### src/rtl/i2c_regslave.sv
module i2c_regslave #(
  parameter logic [7:0] DEV_ADDR0 = 8'h82,
  parameter logic [7:0] DEV_ADDR1 = 8'h88,
  parameter logic [7:0] REG_LAST  = 8'h5F,
  parameter int         NUM_INC   = 2,
  parameter logic [NUM_INC*8-1:0] INC_LO = {8'h50, 8'h00},
  parameter logic [NUM_INC*8-1:0] INC_HI = {8'h5F, 8'h3F},
  parameter int         SYNC      = 2
) (
  input  logic       clk,
  input  logic       rst_n,
  input  logic       scl_i,
  input  logic       sda_i,
  output logic       sda_oe,
  input  logic       addr_sel,
  output logic       reg_wr,
  output logic       reg_rd,
  output logic [7:0] reg_addr,
  output logic [7:0] reg_wdata,
  input  logic [7:0] reg_rdata
);
  localparam int CW = 4;

  typedef enum logic [2:0] {S_IDLE, S_RX, S_ACKW, S_ACK, S_TX, S_MACK} st_t;
  typedef enum logic [1:0] {K_DEV, K_PTR, K_DAT} kind_t;

  logic [SYNC-1:0] scl_sh, sda_sh;
  logic scl_q, sda_q;
  wire  scl_s = scl_sh[SYNC-1];
  wire  sda_s = sda_sh[SYNC-1];

  always_ff @(posedge clk or negedge rst_n)
    if (!rst_n) begin
      scl_sh <= '1; sda_sh <= '1; scl_q <= 1'b1; sda_q <= 1'b1;
    end else begin
      scl_sh <= {scl_sh[SYNC-2:0], scl_i};
      sda_sh <= {sda_sh[SYNC-2:0], sda_i};
      scl_q  <= scl_s;
      sda_q  <= sda_s;
    end

  wire scl_rise  = scl_s & ~scl_q;
  wire scl_fall  = ~scl_s & scl_q;
  wire start_det = scl_s & scl_q & sda_q & ~sda_s;
  wire stop_det  = scl_s & scl_q & ~sda_q & sda_s;

  st_t        st;
  kind_t      kind;
  logic       rw, bump;
  logic [CW-1:0] cnt;
  logic [6:0] sr;
  logic [7:0] tx, ptr, ptr_nxt;
  logic       in_inc;

  wire [7:0] rx_byte   = {sr, sda_s};
  wire       dev_match = rx_byte[7:1] == (addr_sel ? DEV_ADDR1[7:1] : DEV_ADDR0[7:1]);

  always_comb begin
    in_inc = 1'b0;
    for (int i = 0; i < NUM_INC; i++) begin
      logic [7:0] off, span;
      off  = ptr - INC_LO[i*8 +: 8];
      span = INC_HI[i*8 +: 8] - INC_LO[i*8 +: 8];
      if (off <= span) in_inc = 1'b1;
    end
  end

  assign ptr_nxt  = !in_inc ? ptr : (ptr == REG_LAST ? 8'h00 : ptr + 8'h01);
  assign reg_addr = ptr;
  assign reg_rd   = scl_fall & ~start_det & ~stop_det &
                    ((st == S_ACK && kind == K_DEV && rw) || st == S_MACK);

  always_ff @(posedge clk or negedge rst_n)
    if (!rst_n) begin
      st <= S_IDLE; kind <= K_DEV; rw <= 1'b0; bump <= 1'b0; cnt <= '0;
      sr <= '0; tx <= '0; ptr <= '0; sda_oe <= 1'b0;
      reg_wr <= 1'b0; reg_wdata <= '0;
    end else begin
      reg_wr <= 1'b0;
      if (start_det) begin
        st <= S_RX; kind <= K_DEV; cnt <= '0; sda_oe <= 1'b0; bump <= 1'b0;
      end else if (stop_det) begin
        st <= S_IDLE; sda_oe <= 1'b0; bump <= 1'b0;
      end else begin
        case (st)
          S_RX: if (scl_rise) begin
            sr  <= rx_byte[6:0];
            cnt <= cnt + 1'b1;
            if (cnt == CW'(7)) begin
              case (kind)
                K_DEV: if (dev_match) begin rw <= rx_byte[0]; st <= S_ACKW; end
                       else st <= S_IDLE;
                K_PTR: begin ptr <= rx_byte; st <= S_ACKW; end
                default: begin
                  reg_wr <= 1'b1; reg_wdata <= rx_byte; bump <= 1'b1; st <= S_ACKW;
                end
              endcase
            end
          end
          S_ACKW: if (scl_fall) begin
            sda_oe <= 1'b1;
            st     <= S_ACK;
            bump   <= 1'b0;
            if (bump) ptr <= ptr_nxt;
          end
          S_ACK: if (scl_fall) begin
            cnt <= '0;
            if (kind == K_DEV && rw) begin
              tx <= reg_rdata; sda_oe <= ~reg_rdata[7]; st <= S_TX;
            end else begin
              sda_oe <= 1'b0;
              kind   <= (kind == K_DEV) ? K_PTR : K_DAT;
              st     <= S_RX;
            end
          end
          S_TX: if (scl_rise) cnt <= cnt + 1'b1;
                else if (scl_fall) begin
                  if (cnt == CW'(8)) begin
                    sda_oe <= 1'b0; ptr <= ptr_nxt; st <= S_MACK;
                  end else begin
                    tx <= {tx[6:0], 1'b0}; sda_oe <= ~tx[6];
                  end
                end
          S_MACK: if (scl_rise && sda_s) st <= S_IDLE;
                  else if (scl_fall) begin
                    cnt <= '0; tx <= reg_rdata; sda_oe <= ~reg_rdata[7]; st <= S_TX;
                  end
          default: ;
        endcase
      end
    end
endmodule

### config.mk
export PLATFORM = sky130hd
export DESIGN_NAME = i2c_regslave
export DESIGN_NICKNAME = d
export VERILOG_FILES = /design/src/rtl/i2c_regslave.sv
export SDC_FILE = /design/constraint.sdc
export NUM_CORES = 1
export LEC_CHECK = 0
export ABC_AREA = 0
export BUFFER_PORTS_ARGS = -buffer_cell sky130_fd_sc_hd__buf_2
export CAP_MARGIN = 20
export CORE_AREA = 4 4 64 90
export CTS_BUF_LIST = sky130_fd_sc_hd__clkbuf_4 sky130_fd_sc_hd__clkbuf_8
export DETAILED_ROUTE_END_ITERATION = 12
export DIE_AREA = 0 0 68 94
export PLACE_DENSITY_LB_ADDON = 0.05
export SYNTH_ARGS = -nofsm -noshare
export SYNTH_HDL_FRONTEND = slang
export SYNTH_SLANG_ARGS = --single-unit
### constraint.sdc
create_clock -name clk -period 2.1 [get_ports clk]
set_clock_uncertainty 0.2 [all_clocks]
set_input_delay 0.42 -clock clk [delete_from_list [all_inputs] [get_ports clk]]
set_output_delay 0.42 -clock clk [all_outputs]
set_load 0.02 [all_outputs]
==> flow_summary.json, run 1 <==
{
  "ys_ff_latch": 49,
  "clockBufferDepth": 2,
  "drc": 0,
  "area_growth_pct": 29.5,
  "diodes": 0,
  "fp.dieH_um": 94,
  "syn_area_um2": 2600,
  "whs_ns": 0.153,
  "core_area_um2": 5040,
  "numCtsBuffers": 5,
  "critPathCaptureType": "flop",
  "antenna_found_initial": 0,
  "clock_sinks": 49,
  "cts_tree": "done",
  "postSynthCellCount": 252,
  "setup_tns_ns": 0,
  "slew_violations": 0,
  "die_area_um2": 6390,
  "ir_drop_v": 0.000484,
  "fmax_mhz": 484,
  "relSlewSlack_pct": 66.9,
  "hold_viol_final": 0,
  "drtIter0Drc": 101,
  "path_clk_slew_ns": 0.09,
  "tightest_slew_ns": 0.496,
  "start_util_pct": 51.6,
  "nNetsFinal": 341,
  "grt_overflow": 0,
  "totalWireLength_um": 6510,
  "yosys-top-cells-count": "dfrtp_1 (43), nor2_1 (20), mux2_2 (19), nand2_1 (19), o21ai_0 (16)",
  "cts_root_buf": "clkbuf_8",
  "ant_nets": 0,
  "wl_per_cell_um": 16.6,
  "utilization_pct": 66.9,
  "first_pass_iters": 4,
  "grt_pass1_wl_um": 10100,
  "place.gp.congestion": 0.860,
  "setup_viol": 0,
  "p_leak_nw": 1.57,
  "worstPathRequired_ns": 2.09,
  "cp.arrival_ns": 2.05,
  "syn_avg_cell_area_um2": 10.3,
  "slowest_delay_ns": 0.60,
  "seq_area_frac_synth_pct": 47.4,
  "async_flop_share_pct": 100,
  "synth_most_common_cell": "dfrtp_1",
  "fin_crit_ns": 2.07,
  "synth_area_leaders": "dfrtp_1 (41%), mux2_2 (8.2%), dfstp_2 (6.1%), mux2i_1 (3.8%), o21ai_0 (3.1%)",
  "crit_fanout": 6,
  "status": "finished clean",
  "crit_buf_inv": 1,
  "path_class": "flop to flop",
  "first_global_vias": 2152,
  "drive_gt1_share_pct": 39.9,
  "port_buffers": 31,
  "rows": 31,
  "viasPerCell": 5.53,
  "synth_top_area_cell": "dfrtp_1",
  "hold_path.class": "flop to flop",
  "synth_ff_type": "dfrtp_1",
  "num_vias": 2168,
  "timing.final.crit_share_pct": 98.3,
  "critPathLaunchType": "flop",
  "max-cap-violations": 0,
  "power_density_nw_per_um2": 575,
  "finalPower_mw": 1.94,
  "synth-edff-count": 0,
  "synth.distinct_cells": 55,
  "grt_start_max_net_pins": 31,
  "path_cells": "nor2b_4 -> nand2_4 -> o32a_4 -> buf_6 -> o31ai_1 -> o21ai_1",
  "cp_top_family": "compound AO/OA/AOI/OAI gates",
  "rsz0062_at_grt": "yes",
  "dp_hpwl_um": 4610,
  "grt_usage_pct": 21.1,
  "syn_nets": 268,
  "synth.top_cell.area_share_pct": 41.3,
  "yosys_warnings": 0,
  "worstSkewPairLatency_ns": 0.30,
  "ios": 32,
  "cts_max_level": 2,
  "die_w_um": 68,
  "crit_slowest_cell": "dfstp_2"
}
## worst paths after layout
check | slack, ns | from | cells after the start | endpoint
max | 0.03 | scl_sh[1]$_DFF_PN1_ | 6 | reg_addr[5]$_DFFE_PN0P_
min | 0.15 | sda_sh[0]$_DFF_PN1_ | 0 | sda_sh[1]$_DFF_PN1_
max reg2reg | 0.03 | scl_sh[1]$_DFF_PN1_ | 6 | reg_addr[5]$_DFFE_PN0P_
min reg2reg | 0.15 | sda_sh[0]$_DFF_PN1_ | 0 | sda_sh[1]$_DFF_PN1_
max in group asynchronous | 0.68 | rst_n | 3 | sda_sh[0]$_DFF_PN1_
min in group asynchronous | 0.41 | rst_n | 2 | reg_addr[3]$_DFFE_PN0P_
## sequential cells by signal (all words and copies together) (netlist names), 2 cells and up
signal,cells
sda_sh,2
cnt,4
reg_addr,8
scl_sh,2
tx,7
st,3
kind,2
reg_wdata,8
sr,7
## final cells by class
cell class | instances | area, um^2
Timing Repair Buffer | 78 | 558
Clock inverter | 2 | 38.8
Inverter | 8 | 30.0
Fill cell | 425 | 1670
Sequential cell | 49 | 1240
Clock buffer | 6 | 76.3
Tap cell | 66 | 82.6
Multi-Input combinational cell | 183 | 1350
## routing by layer
| layer | GRT usage, % | vias to the layer above | part of all wire [%] |
|---|---|---|---|
| met1 | 24.6 | 1052 | 41 |
| met3 | 3.83 | 11 | 3.0 |
| met2 | 37.2 | 44 | 54 |
| met5 | 0 | - | 0 |
| met4 | 7.79 | 0 | 1.6 |
| li1 | - | 1061 | - |
## worst reg2reg max path, cell delays in order (launching register included)
cell and delay (ns):
dfstp_2 0.60, nor2b_4 0.20, nand2_4 0.07, o32a_4 0.43, buf_6 0.14, o31ai_1 0.22
o21ai_1 0.09
## metrics by stage
| step | area, um^2 | cells | worst slack [ns] |
|---|---|---|---|
| after floorplan | 2610 | 252 | 0.00759 |
| after global placement | 3040 | 369 | -0.0228 |
| after detailed placement | 3040 | 369 | -0.0203 |
| after CTS | 3220 | 381 | 0.0140 |
| after global routing | 3370 | 392 | -0.0154 |
| final | 3370 | 392 | 0.0348 |
## kinds of logic after synthesis
| group | Yosys count | synth area share [%] |
|---|---|---|
| and+or+nand+nor | 85 | 18.0 |
| AOI/OAI and AO/OA | 62 | 15.7 |
| DFF | 49 | 47.4 |
| muxes | 29 | 12.1 |
| buffers and inverters | 20 | 4.08 |
| xor gates and xnor gates | 4 | 1.35 |
| adders and majority gates | 3 | 1.44 |
## timing repair
item | 4_1_cts | 5_1_grt
pin swaps | 0 | 4
hold buffers | 3 | 0
setup endpoints to repair | 8 | 13
hold endpoints to repair | 18 | 0
setup buffers | 1 | 11
resized for setup | 9 | 16
## cells in the final DEF, fill, tap and decap left out, drive strengths merged, types with 6 or more instances in the layout
master / instances
nor3: 6
o21ai: 23
nand2: 20
clkbuf: 6
mux2: 19
mux2i: 10
dfrtp: 43
nor2: 20
nand2b: 8
buf: 75
inv: 8
a21oi: 8
nor2b: 6
dfstp: 6
## where the power goes
part	total (mW)	switching, mW	leakage (nW)	internal (mW)
Sequential	1.01	0.0340	0.619	0.979
Clock	0.693	0.323	0.0588	0.371
Combinational	0.233	0.116	0.890	0.116
Total	1.94	0.473	1.57	1.47
(Power assumes the default switching activity.)
==> inputs of run 2 (changes only) <==
--- a/config.mk
+++ b/config.mk
@@ -6,12 +6,11 @@
 export NUM_CORES = 1
 export LEC_CHECK = 0
 export ABC_AREA = 0
-export BUFFER_PORTS_ARGS = -buffer_cell sky130_fd_sc_hd__buf_2
-export CAP_MARGIN = 20
-export CORE_AREA = 4 4 64 90
+export CORE_AREA = 4 4 84 118
 export CTS_BUF_LIST = sky130_fd_sc_hd__clkbuf_4 sky130_fd_sc_hd__clkbuf_8
 export DETAILED_ROUTE_END_ITERATION = 12
-export DIE_AREA = 0 0 68 94
+export DIE_AREA = 0 0 88 122
+export DONT_BUFFER_PORTS = 1
 export PLACE_DENSITY_LB_ADDON = 0.05
 export SYNTH_ARGS = -nofsm -noshare
 export SYNTH_HDL_FRONTEND = slang
==> run 2 against run 1 <==
Compared with the run above: clock-buffer cell count decreased by 1; worst hold slack got worse by 0.087 ns; largest power group unchanged; critical path type unchanged; final cell count increased by 6.4%; sequential cell count unchanged; critical path depth unchanged; first-iteration DRC count decreased by 16%; setup slack improved by 0.0044 ns; core utilization decreased by 29 points; non-clock buffer count decreased by 16; clock power decreased by 10%; cell area increased by 0.71%; sequential share of layout area decreased by 0.29 points; critical endpoint is now reg_addr[3]$_DFFE_PN0P_.
==> flow_summary.json, run 2 (synthesis results as in run 1) <==
{
  "status": "finished clean",
  "worstSkewPairLatency_ns": 0.32,
  "numCtsBuffers": 5,
  "die_area_um2": 10700,
  "viasPerCell": 5.02,
  "drtIter0Drc": 85,
  "dp_hpwl_um": 5390,
  "port_buffers": 0,
  "grt_pass1_wl_um": 12000,
  "path_clk_slew_ns": 0.11,
  "holdCritStartpoint": "reg_rdata[0]",
  "ir_drop_v": 0.000318,
  "post-place-ws_ns": -0.0160,
  "timing.rr.end": "reg_addr[3]$_DFFE_PN0P_",
  "area_growth_pct": 30.4,
  "whs_endpoint": "tx[0]$_DFFE_PN0P_",
  "drive_gt1_share_pct": 38.1,
  "tightest_slew_ns": 0.481,
  "core_area_um2": 8870,
  "crit_fanout": 5,
  "first_pass_iters": 4,
  "rows": 41,
  "critPathLaunchType": "flop",
  "timing.final.crit_share_pct": 98.1,
  "grt_usage_pct": 14.8,
  "final_cell_mix": "buf_4 (53), dfrtp_1 (41), mux2_2 (19)",
  "power_density_nw_per_um2": 550,
  "fmax_mhz": 485,
  "cts_tree": "done",
  "hold_viol_final": 0,
  "nFillCells": 917,
  "fin_ws_ns": 0.0392,
  "drc": 0,
  "ant_nets": 0,
  "utilization_pct": 38.3,
  "first_global_vias": 2203,
  "totalWireLength_um": 7550,
  "critPathCaptureType": "flop",
  "worstReg2RegStart": "st[2]$_DFFE_PN0P_",
  "setup_viol": 0,
  "rsz0062_at_grt": "yes",
  "clock_sinks": 49,
  "fp.dieH_um": 122,
  "diodes": 0,
  "mostFrequentLayoutCell": "buf_4",
  "hold_path.class": "input pin to flop",
  "hold_depth": 2,
  "cts_max_level": 2,
  "worstPathRequired_ns": 2.10,
  "nNetsFinal": 325,
  "grt_start_max_net_pins": 50,
  "ios": 32,
  "die_w_um": 88,
  "antenna_found_initial": 0,
  "cp.arrival_ns": 2.06,
  "clockBufferDepth": 2,
  "slew_violations": 0,
  "p_leak_nw": 1.49,
  "place.gp.congestion": 0.801,
  "relSlewSlack_pct": 68.0,
  "grt_overflow": 0,
  "max-cap-violations": 0,
  "path_class": "flop to flop",
  "ff2ff_path_depth": 6,
  "r2r_slack_ns": 0.04,
  "cts_root_buf": "clkbuf_8",
  "fin_crit_ns": 2.06,
  "start_util_pct": 29.3,
  "wl_per_cell_um": 18.1,
  "num_vias": 2092
}
## run 2: changes by cell type in the layout (fill, tap and decap cells not counted), moves of 2 or more
cell / delta
inv_6: +2
o31ai_4: +2
buf_12: -2
nor2_2: +2
buf_2: -30
buf_4: +14
## run 2: how the worst max path moves through the flow
stage	startpoint	end
6_report	st[2]$_DFFE_PN0P_	reg_addr[3]$_DFFE_PN0P_
5_1_grt	st[2]$_DFFE_PN0P_	reg_addr[3]$_DFFE_PN0P_
4_1_cts	st[2]$_DFFE_PN0P_	reg_addr[0]$_DFFE_PN0P_
3_3_place_gp	scl_sh[1]$_DFF_PN1_	reg_addr[1]$_DFFE_PN0P_
3_5_place_dp	scl_sh[1]$_DFF_PN1_	reg_addr[0]$_DFFE_PN0P_
2_1_floorplan	scl_sh[1]$_DFF_PN1_	reg_addr[0]$_DFFE_PN0P_
## run 2: final cells by class
class / instances / area (um^2) / area share (%)
Inverter: 8 / 30.0 / 0.884
Clock inverter: 3 / 25.0 / 0.737
Timing Repair Buffer: 62 / 512 / 15.1
Tap cell: 107 / 134 / 3.94
Sequential cell: 49 / 1240 / 36.4
Multi-Input combinational cell: 183 / 1390 / 40.9
Clock buffer: 5 / 68.8 / 2.03
## run 2: what timing repair did
action                                  CTS  global route
setup buffers                             5             5
gates resized for setup                   8            24
hold endpoints to repair                 51             0
endpoints found under the setup margin   10            24
pin swaps                                 2             7
hold buffers                              4             0
gates cloned                              0             0
## run 2: through the flow
| step | TNS, ns | std cells | total power, mW | instance area [um^2] | hold WS (ns) |
|---|---|---|---|---|---|
| 3_3_place_gp | -0.354 | 395 | 1.22 | 3030 | -0.0735 |
| 3_5_place_dp | -0.0256 | 395 | 1.22 | 3030 | -0.0726 |
| 6_report | 0 | 417 | 1.87 | 3400 | 0.0660 |
| 4_1_cts | 0 | 412 | 1.90 | 3240 | 0.0446 |
| 5_1_grt | -0.197 | 417 | 1.97 | 3400 | 0.0695 |
| 2_1_floorplan | 0 | 252 | 1.14 | 2610 | -0.0756 |
## run 2: report_power, final
| group | leakage (nW) | switching [mW] | internal, mW | total (mW) |
|---|---|---|---|---|
| clock network | 0.0452 | 0.380 | 0.244 | 0.624 |
| logic | 0.827 | 0.110 | 0.109 | 0.219 |
| registers | 0.620 | 0.0455 | 0.979 | 1.02 |
## run 2: critical path, stage by stage, from the launching register on
cell	delay [ns]
dfrtp_2	0.48
nor3b_4	0.31
nand2_4	0.09
o32a_1	0.39
buf_6	0.17
o31ai_4	0.20
o21ai_1	0.09
## run 2: metal layers
layer  part of all wire, %  track usage (%)  wire [um]  vias to the layer above
li1                      -                -          -                     1027
met1                    40             17.6       3050                     1031
met2                    54             25.9       4100                       24
met3                   2.8             2.98        214                       10
met4                   2.3             5.28        174                        0
met5                     0                0          0                        -
==> inputs of run 3 (changes only) <==
--- a/config.mk
+++ b/config.mk
@@ -7,7 +7,6 @@
 export LEC_CHECK = 0
 export ABC_AREA = 0
 export CORE_AREA = 4 4 84 118
-export CTS_BUF_LIST = sky130_fd_sc_hd__clkbuf_4 sky130_fd_sc_hd__clkbuf_8
 export DETAILED_ROUTE_END_ITERATION = 12
 export DIE_AREA = 0 0 88 122
 export DONT_BUFFER_PORTS = 1
==> constraint.sdc (replaced) <==
create_clock -name clk -period 2.4 [get_ports clk]
set_clock_uncertainty 0.2 [all_clocks]
set_input_delay 0.48 -clock clk [delete_from_list [all_inputs] [get_ports clk]]
set_output_delay 0.48 -clock clk [all_outputs]
set_load 0.02 [all_outputs]
==> run 3 against run 2 <==
Compared with the run above: register-to-register slack improved by 0.15 ns; critical path depth decreased by 2; worst hold slack improved by 0.085 ns.
==> flow_summary.json, run 3 (synthesis results as in run 1) <==
{
  "status": "finished clean",
  "cp_top_family": "simple AND/OR/NAND/NOR gates",
  "max-cap-violations": 0,
  "r2r_slack_ns": 0.19,
  "ant_nets": 0,
  "core_area_um2": 8870,
  "ios": 32,
  "cts_tree": "done",
  "nNetsFinal": 290,
  "finalPower_mw": 1.76,
  "wl_per_cell_um": 17.9,
  "utilization_pct": 34.3,
  "slew_violations": 0,
  "setup_viol": 0,
  "setup_tns_ns": 0,
  "ff2ff_path_depth": 6,
  "timing.final.crit_share_pct": 95.4,
  "antenna_found_initial": 0,
  "worstPathRequired_ns": 1.72,
  "whs_endpoint": "tx[0]$_DFFE_PN0P_",
  "die_area_um2": 10700,
  "holdCritStartpoint": "reg_rdata[0]",
  "p_clk_share_pct": 40.7,
  "diodes": 0,
  "fin_ws_ns": 0.110,
  "dp_hpwl_um": 5030,
  "grt_start_max_net_pins": 50,
  "port_buffers": 0,
  "crit_buf_inv": 1,
  "drtIter0Drc": 73,
  "clockBufferDepth": 2,
  "die_w_um": 88,
  "worstReg2RegStart": "scl_sh[1]$_DFF_PN1_",
  "fp.dieH_um": 122,
  "crit_fanout": 6,
  "path_clk_slew_ns": 0.07,
  "post-place-ws_ns": 0.196,
  "grt_usage_pct": 13.7,
  "tightest_slew_ns": 0.524,
  "critPathCaptureType": "primary output",
  "first_pass_iters": 4,
  "p_leak_nw": 1.31,
  "first_global_vias": 2092,
  "mostFrequentLayoutCell": "dfrtp_1",
  "worstSkewPairLatency_ns": 0.29,
  "grt_pass1_wl_um": 11200,
  "hold_depth": 2,
  "multiInputGateArea_um2": 1270,
  "place.gp.congestion": 0.832,
  "rsz0062_at_grt": "no",
  "drive_gt1_share_pct": 23.3,
  "start_util_pct": 29.3,
  "relSlewSlack_pct": 64.8,
  "path_cells": "nor2_1 -> a31oi_1 -> nor2_1 -> buf_4",
  "timing.rr.end": "reg_addr[2]$_DFFE_PN0P_",
  "totalWireLength_um": 6850,
  "slowest_delay_ns": 0.41,
  "p_switching_mw": 0.449,
  "fmax_mhz": 437,
  "hold_path.class": "input pin to flop",
  "nFillCells": 937,
  "rows": 41,
  "cts_root_buf": "clkbuf_16",
  "crit_slowest_cell": "dfrtp_1",
  "clock_sinks": 49,
  "cp.arrival_ns": 1.61,
  "hold_viol_final": 0,
  "cts_max_level": 2,
  "sw_frac_of_total_pct": 25.5,
  "pwr-share-seq_pct": 51.1,
  "num_vias": 1973,
  "numCtsBuffers": 5,
  "seq_area_um2": 1230,
  "power_density_nw_per_um2": 579,
  "drc": 0,
  "crit_path_frequent_cell": "nor2_1",
  "combPwrFrac_pct": 8.2,
  "post_cts_buffers": 0,
  "grt_overflow": 0,
  "critPathLaunchType": "flop",
  "p_int_mw": 1.31,
  "area_growth_pct": 17.0,
  "ir_drop_v": 0.000282,
  "final_cell_mix": "dfrtp_1 (42), buf_4 (23), nor2_1 (20)",
  "whs_ns": 0.151,
  "viasPerCell": 5.16,
  "fin_crit_ns": 2.29,
  "path_class": "flop to primary output"
}
==> run 3: layout make-up <==
cell class	instances	share of cell area, %
flip-flops and latches	49	40.6
clock buffers	5	4.11
inverters	8	0.986
well taps	107	4.40
clock inverters	3	0.698
repair buffers	27	7.56
multi-input cells	183	41.7
==> run 3: power groups by stage <==
stage / Clock [mW] / Sequential [mW] / Combinational, mW
CTS: 0.750 / 0.903 / 0.149
global route: 0.776 / 0.906 / 0.164
global placement: 0 / 0.921 / 0.122
finish: 0.717 / 0.901 / 0.144
detailed placement: 0 / 0.918 / 0.120
floorplan: 0 / 0.899 / 0.0951
==> run 3: metrics by stage <==
step                      cell area (um^2)  cells
after CTS                             3040    382
final                                 3050    382
after detailed placement              2830    370
after global placement                2830    370
after floorplan                       2600    252
after global routing                  3050    382
==> run 3: worst max path at each step <==
stage	depth (start not counted)	slack, ns	from	to
2_1_floorplan	6	0.20	reg_addr[0]$_DFFE_PN0P_	reg_addr[0]$_DFFE_PN0P_
3_3_place_gp	6	0.17	scl_sh[1]$_DFF_PN1_	reg_addr[2]$_DFFE_PN0P_
3_5_place_dp	6	0.20	scl_sh[1]$_DFF_PN1_	reg_addr[2]$_DFFE_PN0P_
4_1_cts	4	0.03	st[1]$_DFFE_PN0P_	reg_rd
5_1_grt	4	0.01	kind[0]$_DFFE_PN0P_	reg_rd
6_report	4	0.11	kind[0]$_DFFE_PN0P_	reg_rd
==> run 3: what timing repair did <==
action                     CTS  global route
hold endpoints to repair    51             0
resized for setup            0             3
hold buffers                 4             0
setup endpoints to repair    0             2
==> run 3: per-layer routing <==
metal | track usage (%) | up-vias | share of wire (%) | routed length (um)
met5 | 0 | - | 0 | 0
li1 | - | 957 | - | -
met4 | 5.09 | 0 | 1.8 | 124
met2 | 24.7 | 30 | 55 | 3770
met3 | 2.57 | 9 | 3.1 | 214
met1 | 15.7 | 977 | 40 | 2740
==> run 3: worst reg2reg max path, stage by stage (launching register included) <==
cell and delay [ns]:
dfstp_2 0.63, nor2b_1 0.33, nand2_4 0.09, o32a_1 0.33, buf_4 0.18, o31ai_1 0.21
o21ai_1 0.11
